<file path="src/rtl/scl_div_pkg.sv">
package scl_div_pkg;
  localparam int ADDR_LOW  = 'h0c;
  localparam int ADDR_HIGH = 'h10;
  localparam int ADDR_MODE = 'h24;
  localparam int ADDR_PSC  = 'h30;
  localparam int RUN_BIT   = 5;

  // Extra prescaled ticks added to each SCL phase.
  function automatic logic [3:0] phase_offset(input logic is_zero, input logic is_one);
    if (is_zero)     return 4'd7;
    else if (is_one) return 4'd6;
    else             return 4'd5;
  endfunction
endpackage

</file>
<file path="src/rtl/scl_div_regs.sv">
module scl_div_regs
  import scl_div_pkg::*;
#(
  parameter int REG_W  = 16,
  parameter int ADDR_W = 6
) (
  input  logic              clk,
  input  logic              rst_n,
  input  logic              wr_en,
  input  logic [ADDR_W-1:0] addr,
  input  logic [REG_W-1:0]  wdata,
  output logic [REG_W-1:0]  prog_psc,
  output logic [REG_W-1:0]  prog_low,
  output logic [REG_W-1:0]  prog_high,
  output logic              run
);
  logic [REG_W-1:0] psc_q, psc_n, low_q, low_n, high_q, high_n;
  logic             run_q, run_n;

  always_comb begin
    psc_n  = psc_q;
    low_n  = low_q;
    high_n = high_q;
    run_n  = run_q;
    if (wr_en) begin
      if (addr == ADDR_W'(ADDR_PSC))       psc_n  = wdata;
      else if (addr == ADDR_W'(ADDR_LOW))  low_n  = wdata;
      else if (addr == ADDR_W'(ADDR_HIGH)) high_n = wdata;
      else if (addr == ADDR_W'(ADDR_MODE)) run_n  = wdata[RUN_BIT];
    end
  end

  always_ff @(posedge clk or negedge rst_n) begin
    if (!rst_n) begin
      psc_q  <= '0;
      low_q  <= '0;
      high_q <= '0;
      run_q  <= 1'b0;
    end else begin
      psc_q  <= psc_n;
      low_q  <= low_n;
      high_q <= high_n;
      run_q  <= run_n;
    end
  end

  assign prog_psc  = psc_q;
  assign prog_low  = low_q;
  assign prog_high = high_q;
  assign run       = run_q;
endmodule

</file>
<file path="src/rtl/scl_div_prescale.sv">
module scl_div_prescale #(
  parameter int REG_W = 16
) (
  input  logic             clk,
  input  logic             rst_n,
  input  logic             run,
  input  logic [REG_W-1:0] div,
  output logic             tick
);
  logic [REG_W-1:0] cnt_q, cnt_n;
  logic             wrap;

  assign wrap = (cnt_q == div);
  assign tick = run & wrap;

  always_comb begin
    if (!run)      cnt_n = '0;
    else if (wrap) cnt_n = '0;
    else           cnt_n = cnt_q + REG_W'(1);
  end

  always_ff @(posedge clk or negedge rst_n) begin
    if (!rst_n) cnt_q <= '0;
    else        cnt_q <= cnt_n;
  end
endmodule

</file>
<file path="src/rtl/scl_div_phase.sv">
module scl_div_phase
  import scl_div_pkg::*;
#(
  parameter int REG_W = 16
) (
  input  logic             clk,
  input  logic             rst_n,
  input  logic             run,
  input  logic             tick,
  input  logic [REG_W-1:0] prog_psc,
  input  logic [REG_W-1:0] prog_low,
  input  logic [REG_W-1:0] prog_high,
  output logic [REG_W-1:0] act_psc,
  output logic             scl,
  output logic             low_start,
  output logic             high_start
);
  localparam int PH_W = REG_W + 1;

  logic [REG_W-1:0] psc_q, psc_n, low_q, low_n, high_q, high_n;
  logic [PH_W-1:0]  cnt_q, cnt_n, len;
  logic             high_q_ph, high_n_ph;
  logic             lflip_q, lflip_n, hflip_q, hflip_n;
  logic             run_prev_q;
  logic [3:0]       offs;
  logic             last;

  assign offs = phase_offset(psc_q == '0, psc_q == REG_W'(1));
  assign len  = (high_q_ph ? {1'b0, high_q} : {1'b0, low_q}) + PH_W'(offs);
  assign last = (cnt_q == len - PH_W'(1));

  always_comb begin
    // divider values are frozen while running
    psc_n     = run ? psc_q  : prog_psc;
    low_n     = run ? low_q  : prog_low;
    high_n    = run ? high_q : prog_high;
    cnt_n     = cnt_q;
    high_n_ph = high_q_ph;
    lflip_n   = 1'b0;
    hflip_n   = 1'b0;
    if (!run) begin
      cnt_n     = '0;
      high_n_ph = 1'b0;
    end else if (tick) begin
      if (last) begin
        cnt_n     = '0;
        high_n_ph = ~high_q_ph;
        lflip_n   = high_q_ph;
        hflip_n   = ~high_q_ph;
      end else begin
        cnt_n = cnt_q + PH_W'(1);
      end
    end
  end

  always_ff @(posedge clk or negedge rst_n) begin
    if (!rst_n) begin
      psc_q      <= '0;
      low_q      <= '0;
      high_q     <= '0;
      cnt_q      <= '0;
      high_q_ph  <= 1'b0;
      lflip_q    <= 1'b0;
      hflip_q    <= 1'b0;
      run_prev_q <= 1'b0;
    end else begin
      psc_q      <= psc_n;
      low_q      <= low_n;
      high_q     <= high_n;
      cnt_q      <= cnt_n;
      high_q_ph  <= high_n_ph;
      lflip_q    <= lflip_n;
      hflip_q    <= hflip_n;
      run_prev_q <= run;
    end
  end

  assign act_psc    = psc_q;
  assign scl        = ~run | high_q_ph;
  assign low_start  = run & ((~run_prev_q) | lflip_q);
  assign high_start = run & hflip_q;
endmodule

</file>
<file path="src/rtl/scl_clk_divider.sv">
module scl_clk_divider #(
  parameter int REG_W  = 16,
  parameter int ADDR_W = 6
) (
  input  logic              clk,
  input  logic              rst_n,
  input  logic              reg_wr_en,
  input  logic [ADDR_W-1:0] reg_addr,
  input  logic [REG_W-1:0]  reg_wdata,
  output logic              scl_out,
  output logic              tick_out,
  output logic              low_start,
  output logic              high_start
);
  logic [REG_W-1:0] prog_psc, prog_low, prog_high, act_psc;
  logic             run_q;

  scl_div_regs #(.REG_W(REG_W), .ADDR_W(ADDR_W)) u_regs (
    .clk(clk), .rst_n(rst_n), .wr_en(reg_wr_en), .addr(reg_addr),
    .wdata(reg_wdata), .prog_psc(prog_psc), .prog_low(prog_low),
    .prog_high(prog_high), .run(run_q)
  );

  scl_div_prescale #(.REG_W(REG_W)) u_presc (
    .clk(clk), .rst_n(rst_n), .run(run_q), .div(act_psc), .tick(tick_out)
  );

  scl_div_phase #(.REG_W(REG_W)) u_phase (
    .clk(clk), .rst_n(rst_n), .run(run_q), .tick(tick_out),
    .prog_psc(prog_psc), .prog_low(prog_low), .prog_high(prog_high),
    .act_psc(act_psc), .scl(scl_out), .low_start(low_start),
    .high_start(high_start)
  );
endmodule

</file>
<file path="config.mk">
export PLATFORM = sky130hd
export DESIGN_NAME = scl_clk_divider
export DESIGN_NICKNAME = d
export VERILOG_FILES = /design/src/rtl/scl_div_pkg.sv /design/src/rtl/scl_div_regs.sv /design/src/rtl/scl_div_prescale.sv /design/src/rtl/scl_div_phase.sv /design/src/rtl/scl_clk_divider.sv
export SDC_FILE = /design/constraint.sdc
export NUM_CORES = 1
export LEC_CHECK = 0
export BUFFER_PORTS_ARGS = -buffer_cell sky130_fd_sc_hd__buf_2
export CORE_MARGIN = 5
export CORE_UTILIZATION = 66
export CTS_CLUSTER_SIZE = 24
export DETAILED_ROUTE_END_ITERATION = 10
export GPL_ROUTABILITY_DRIVEN = 0
export PLACE_DENSITY = 0.85
export SLEW_MARGIN = 20
export SYNTH_ARGS = -nofsm -noshare
export SYNTH_HDL_FRONTEND = slang
export SYNTH_SLANG_ARGS = --single-unit
</file>
<file path="constraint.sdc">
create_clock -name clk -period 9.2 [get_ports clk]
set_input_delay 1.38 -clock clk [delete_from_list [all_inputs] [get_ports clk]]
set_output_delay 1.38 -clock clk [all_outputs]
set_load 0.01 [all_outputs]
</file>
==> results.json, run 1 <==
{
  "slew-limit-headroom": 0.363,
  "row_count": 36,
  "ioPinCount": 29,
  "slowest_delay_ps": 590,
  "fin_worst_skew_ps": 7.02,
  "leakage_nw": 3.37,
  "slew_viol_final": 0,
  "power_density_mw_per_mm2": 221,
  "vias": 4408,
  "hold_buffers": 0,
  "crit_start": "u_phase.act_psc[10]",
  "synth_area_leaders": "dfrtp_1, mux2_2, xnor2_1",
  "synth.area.mux_share": 0.194,
  "syn_area_sq_mm": 0.00671,
  "antenna_cells": 0,
  "cts_root_buf": "clkbuf_8",
  "synth_top_area_frac": 0.500,
  "layout.nets": 612,
  "die_area_sq_mm": 0.0123,
  "die-width_um": 111,
  "synth_edf_count": 0,
  "drtAntennaViolNets": 0,
  "postSynth.asyncResetShare": 1.00,
  "yosys.area.top_type": "dfrtp_1",
  "rr_startpoint": "u_phase.act_psc[10]",
  "ir_drop_mv": 0.169,
  "core_sq_mm": 0.00986,
  "yosys.area_share.simple": 0.138,
  "die_h_um": 111,
  "wl_um": 14100,
  "ff2ff_path_depth": 13,
  "synth_commonest_cells": "dfrtp_1, mux2_2, xnor2_1",
  "synth_compound_area_frac": 0.0404,
  "numCtsBuffers": 17,
  "first_pass_iters": 5,
  "r2r_setup_slack_ps": 5010,
  "cp_common_cell": "ha_1",
  "start_util": 0.680,
  "required_ps": 9590,
  "grt_pass1_wl_um": 24000,
  "fillers": 577,
  "clkSinkCount": 134,
  "syn_area_per_cell_sq_um": 12.2,
  "min_period_over_period": 0.456,
  "worstReg2RegEnd": "u_phase.cnt_q[9]",
  "global_route.usage.total": 0.247,
  "syn2layout_area_growth_pct": 12.8,
  "critPathLaunchType": "flip-flop",
  "drive_gt1_frac": 0.321,
  "max_freq_mhz": 239,
  "cts_max_level": 4,
  "drcViolationCount": 0,
  "clk_latency_ps": 530,
  "yosysSeqAreaShare": 0.500,
  "worstPathArrival_ps": 4580,
  "grt_overflow_total": 0,
  "synth_fp_nets": 580,
  "setup_viol": 0,
  "synth_cell_type_count": 62,
  "io_buffers": 28,
  "synth_xor_area_frac": 0.0874,
  "cp_slowest_cell": "nor4_4",
  "synth_top_family_by_area": "multiplexers",
  "synth_ff_type": "dfrtp_1",
  "rsz0062_at_grt": "false",
  "worstSetupPathType": "flip-flop to flip-flop",
  "worstMarginPinSlew_ps": 950,
  "routedWlPerCell_um": 19.4,
  "synth_fa_ha_area_frac": 0.0142,
  "status": "completed",
  "clk_pin_slew_worst_paths_ps": 60,
  "setup_tns_ps": 0,
  "yosys_warnings": 0,
  "ys_seq_elements": 134,
  "synth.most_common_cell": "dfrtp_1",
  "grt_max_degree": 86,
  "dp_hpwl_um": 9580,
  "hold_class": "flip-flop to flip-flop",
  "endpoint_kind": "flip-flop",
  "path_cells": "nor4_1 > nand4_1 > ha_1 > inv_1 > ha_1 > a21oi_2 > a21oi_1 > or3b_1 > a211oi_1 > nand4_2 > nor4_4 > buf_6 > nor3_2",
  "grt_pass1_vias": 4669,
  "cts_tree": "done",
  "syn_inst": 548,
  "drtIter0Drc": 315,
  "antenna_found_initial": 0,
  "crit_path_end": "u_phase.cnt_q[9]",
  "hold_slack_ps": 499,
  "period_minus_slack_ps": 4190,
  "post_cts_resized": 0,
  "hold_viol": 0,
  "clockBufferDepth": 2,
  "crit_fanout": 9,
  "cts_setup_buffers": 0,
  "cap_violations": 0,
  "routed_via_density": 6.08
}
## where the power goes
group          switching, mW  internal [mW]  leakage [nW]  total [mW]
Sequential            0.0559          0.657          1.80       0.712
Clock                  0.253          0.426         0.290       0.678
Combinational          0.150          0.133          1.27       0.282
Total                  0.459           1.21          3.37        1.67
## state kept, by name, indices dropped and copies added, names as in the netlist
| register | flops |
|---|---|
| u_phase.low_q | 16 |
| u_phase.hflip_q | 1 |
| u_phase.lflip_q | 1 |
| u_phase.high_q | 16 |
| u_presc.cnt_q | 16 |
| u_phase.high_q_ph | 1 |
| u_regs.prog_psc | 16 |
| u_regs.prog_high | 16 |
| u_regs.run | 1 |
| u_phase.cnt_q | 17 |
| u_regs.prog_low | 16 |
| u_phase.act_psc | 16 |
| u_phase.run_prev_q | 1 |
## worst min-delay path by stage
stage                         from                  end  slack, ps  cells after the start
2_1_floorplan           u_regs.run   u_phase.run_prev_q        410                      0
3_3_place_gp    u_regs.prog_low[2]   u_regs.prog_low[2]        480                      1
3_5_place_dp   u_regs.prog_low[11]    u_phase.low_q[11]        490                      1
4_1_cts         u_regs.prog_low[4]   u_regs.prog_low[4]        500                      1
5_1_grt        u_regs.prog_low[13]  u_regs.prog_low[13]        510                      1
6_report        u_regs.prog_low[4]   u_regs.prog_low[4]        500                      1
## metrics by stage
| stage | instance area, sq um | std cells | total power [mW] | util | worst slack (ps) |
|---|---|---|---|---|---|
| detailed placement | 6950 | 692 | 0.996 | 0.705 | 4860 |
| global route | 7570 | 725 | 1.75 | 0.768 | 4830 |
| finish | 7570 | 725 | 1.67 | 0.768 | 5010 |
| floorplan | 6710 | 548 | 0.913 | - | 5730 |
| global placement | 6950 | 692 | 0.977 | 0.705 | 5110 |
| CTS | 7550 | 723 | 1.68 | 0.765 | 4790 |
## metal layers
| layer | up-vias | share of wire | GRT usage | wire (um) |
|---|---|---|---|---|
| met5 | - | 0 | 0 | 0 |
| met4 | 0 | 0.031 | 0.110 | 442 |
| met3 | 38 | 0.045 | 0.0677 | 638 |
| met2 | 118 | 0.50 | 0.391 | 6980 |
| met1 | 2229 | 0.43 | 0.320 | 6040 |
| li1 | 2023 | - | - | - |
## cells in the final DEF, fill, tap and decap left out, types with 15 or more instances in the layout
master,Yosys,layout
nor2_1,33,33
buf_2,1,27
nand2_1,15,15
clkbuf_16,0,16
xnor2_1,37,37
xor2_1,30,30
inv_1,16,16
mux2_2,100,100
dfrtp_1,134,133
nand3_1,23,23
## kinds of logic after synthesis
family,after synthesis
adders and majority gates,7
DFF,134
AOI/OAI and AO/OA,33
muxes,115
and+or+nand+nor,154
buffers and inverters,38
xor gates and xnor gates,67
## area by class of cell
| type | instances | area (sq um) | share of cell area |
|---|---|---|---|
| Sequential cell | 134 | 3350 | 0.443 |
| Multi-Input combinational cell | 376 | 3200 | 0.422 |
| Timing Repair Buffer | 34 | 199 | 0.0263 |
| Clock buffer | 19 | 442 | 0.0583 |
| Tap cell | 133 | 166 | 0.0220 |
| Inverter | 17 | 63.8 | 0.00843 |
| Clock inverter | 12 | 151 | 0.0200 |
## worst max-delay path, delay by kind of cell, from the launching register on
kind	cells	cell delay (ps)
AOI/OAI and AO/OA	3	850
adders and majority gates	2	560
buffers and inverters	2	290
DFF	1	420
and+or+nand+nor	6	1940
(Power assumes the default switching activity.)
==> run 2: changes to the inputs <==
Settings changed: CORE_UTILIZATION 66 to 62, PLACE_DENSITY 0.85 to 0.8.
Clock period 9.2 ns to 4.3 ns, I/O delays scaled along.
==> run 2 against run 1 <==
Via count shrank 0.25%. Combinational power increased by 110%. Utilization shrank 6.5 points. Critical endpoint is now u_phase.high_q_ph. Largest power group unchanged.
==> results.json, run 2 (synthesized netlist as in run 1, its figures left out) <==
{
  "min_period_over_period": 0.881,
  "path_cells": "nor4_1 > nand4_1 > ha_1 > inv_1 > ha_1 > fa_1 > inv_1 > a211oi_4 > a2111oi_0 > a31oi_1 > o31a_1 > nor4_4 > buf_4 > mux2i_1",
  "cts_setup_buffers": 0,
  "leakage_nw": 3.35,
  "clockBufferDepth": 2,
  "hold_viol": 0,
  "die_h_um": 114,
  "final_common_cell": "dfrtp_1",
  "rsz0062_at_grt": "false",
  "vias": 4397,
  "die-width_um": 114,
  "slew_viol_final": 0,
  "slowest_delay_ps": 440,
  "endpoint_kind": "flip-flop",
  "setup_tns_ps": 0,
  "fillers": 747,
  "post_cts_resized": 0,
  "crit_start": "u_phase.act_psc[10]",
  "required_ps": 4750,
  "ioPinCount": 29,
  "numCtsBuffers": 17,
  "syn2layout_area_growth_pct": 12.5,
  "cap_violations": 0,
  "core_sq_mm": 0.0107,
  "grt_pass1_wl_um": 23800,
  "period_minus_slack_ps": 3790,
  "power_density_mw_per_mm2": 465,
  "dp_hpwl_um": 9700,
  "clk_latency_ps": 540,
  "cts_tree": "done",
  "cts_root_buf": "clkbuf_8",
  "routedWlPerCell_um": 19.0,
  "grt_overflow_total": 0,
  "hold_buffers": 0,
  "ir_drop_mv": 0.327,
  "die_area_sq_mm": 0.0130,
  "max_flop_register": "u_phase.cnt_q",
  "crit_fanout": 16,
  "layout.nets": 612,
  "drcViolationCount": 0,
  "layout_setup_ws_ps": 513,
  "drive_gt1_frac": 0.320,
  "cpLargestDelayFamily": "adder cells",
  "slew-limit-headroom": 0.344,
  "critPathLaunchType": "flip-flop",
  "final_cell_mix": "dfrtp_1, mux2_2, xnor2_1",
  "drtIter0Drc": 239,
  "worstPathArrival_ps": 4240,
  "finalPower_mw": 3.51,
  "hold_class": "primary input to asynchronous set/reset pin",
  "global_route.usage.total": 0.234,
  "cp_slowest_cell": "fa_1",
  "largest_register_ffs": 17,
  "worstSetupPathType": "flip-flop to flip-flop",
  "row_count": 38,
  "start_util": 0.625,
  "critPathBufInv": 3,
  "fin_worst_skew_ps": 7.60,
  "cts_max_level": 4,
  "final_core_util": 0.703,
  "dp_worst_setup_slack_ps": 559,
  "wl_um": 14000,
  "max_freq_mhz": 264,
  "io_buffers": 28,
  "rr_startpoint": "u_phase.act_psc[10]",
  "antenna_found_initial": 0,
  "clkSinkCount": 134,
  "clk_pin_slew_worst_paths_ps": 60,
  "routed_via_density": 5.99,
  "grt_max_degree": 81,
  "drtAntennaViolNets": 0,
  "first_pass_iters": 4,
  "grt_pass1_vias": 4778,
  "setup_viol": 0,
  "status": "completed",
  "worstMarginPinSlew_ps": 985
}
==> run 2: path summary, 6_finish.rpt <==
check	endpoint	slack [ps]	depth (start not counted)
setup / recovery	u_phase.high_q_ph	510	14
hold / removal	u_regs.prog_low[5]	260	1
setup reg to reg	u_phase.high_q_ph	510	14
hold reg to reg	u_phase.high_q[15]	500	1
max in group asynchronous	u_regs.prog_high[9]	3080	2
min in group clk	u_regs.prog_high[0]	370	2
==> run 2: final cells by class <==
type	instances	area, sq um	share of cell area
Sequential cell	134	3350	0.444
Clock inverter	14	153	0.0202
Multi-Input combinational cell	376	3200	0.423
Antenna cell	1	2.50	0.000331
Timing Repair Buffer	34	188	0.0249
Clock buffer	18	418	0.0554
Tap cell	140	175	0.0232
Inverter	17	63.8	0.00845
==> run 2: metrics by stage <==
step | std cells | hold slack [ps] | instance area, sq um
floorplan | 548 | 349 | 6710
global placement | 700 | 481 | 6970
detailed placement | 701 | 490 | 6980
CTS | 733 | 295 | 7550
global route | 733 | 331 | 7550
finish | 734 | 264 | 7550
==> run 2: power breakdown <==
group / switching [mW] / internal (mW) / total, mW
Clock: 0.569 / 0.830 / 1.40
Sequential: 0.119 / 1.40 / 1.52
Combinational: 0.309 / 0.279 / 0.589
Total: 0.997 / 2.51 / 3.51
==> run 2: per-layer routing <==
| layer | track usage | vias to the layer above | share of wire |
|---|---|---|---|
| met4 | 0.0863 | 0 | 0.020 |
| met2 | 0.393 | 98 | 0.51 |
| met5 | 0 | - | 0 |
| li1 | - | 2026 | - |
| met3 | 0.0576 | 30 | 0.045 |
| met1 | 0.296 | 2243 | 0.42 |
==> run 2: worst register-to-register path: stages, from the launching register on <==
cell       delay [ps]
dfrtp_1           400
nor4_1            330
nand4_1           210
ha_1              330
inv_1              40
ha_1              220
fa_1              440
inv_1             150
a211oi_4           70
a2111oi_0         430
a31oi_1            80
o31a_1            180
nor4_4            280
buf_4             300
mux2i_1           230
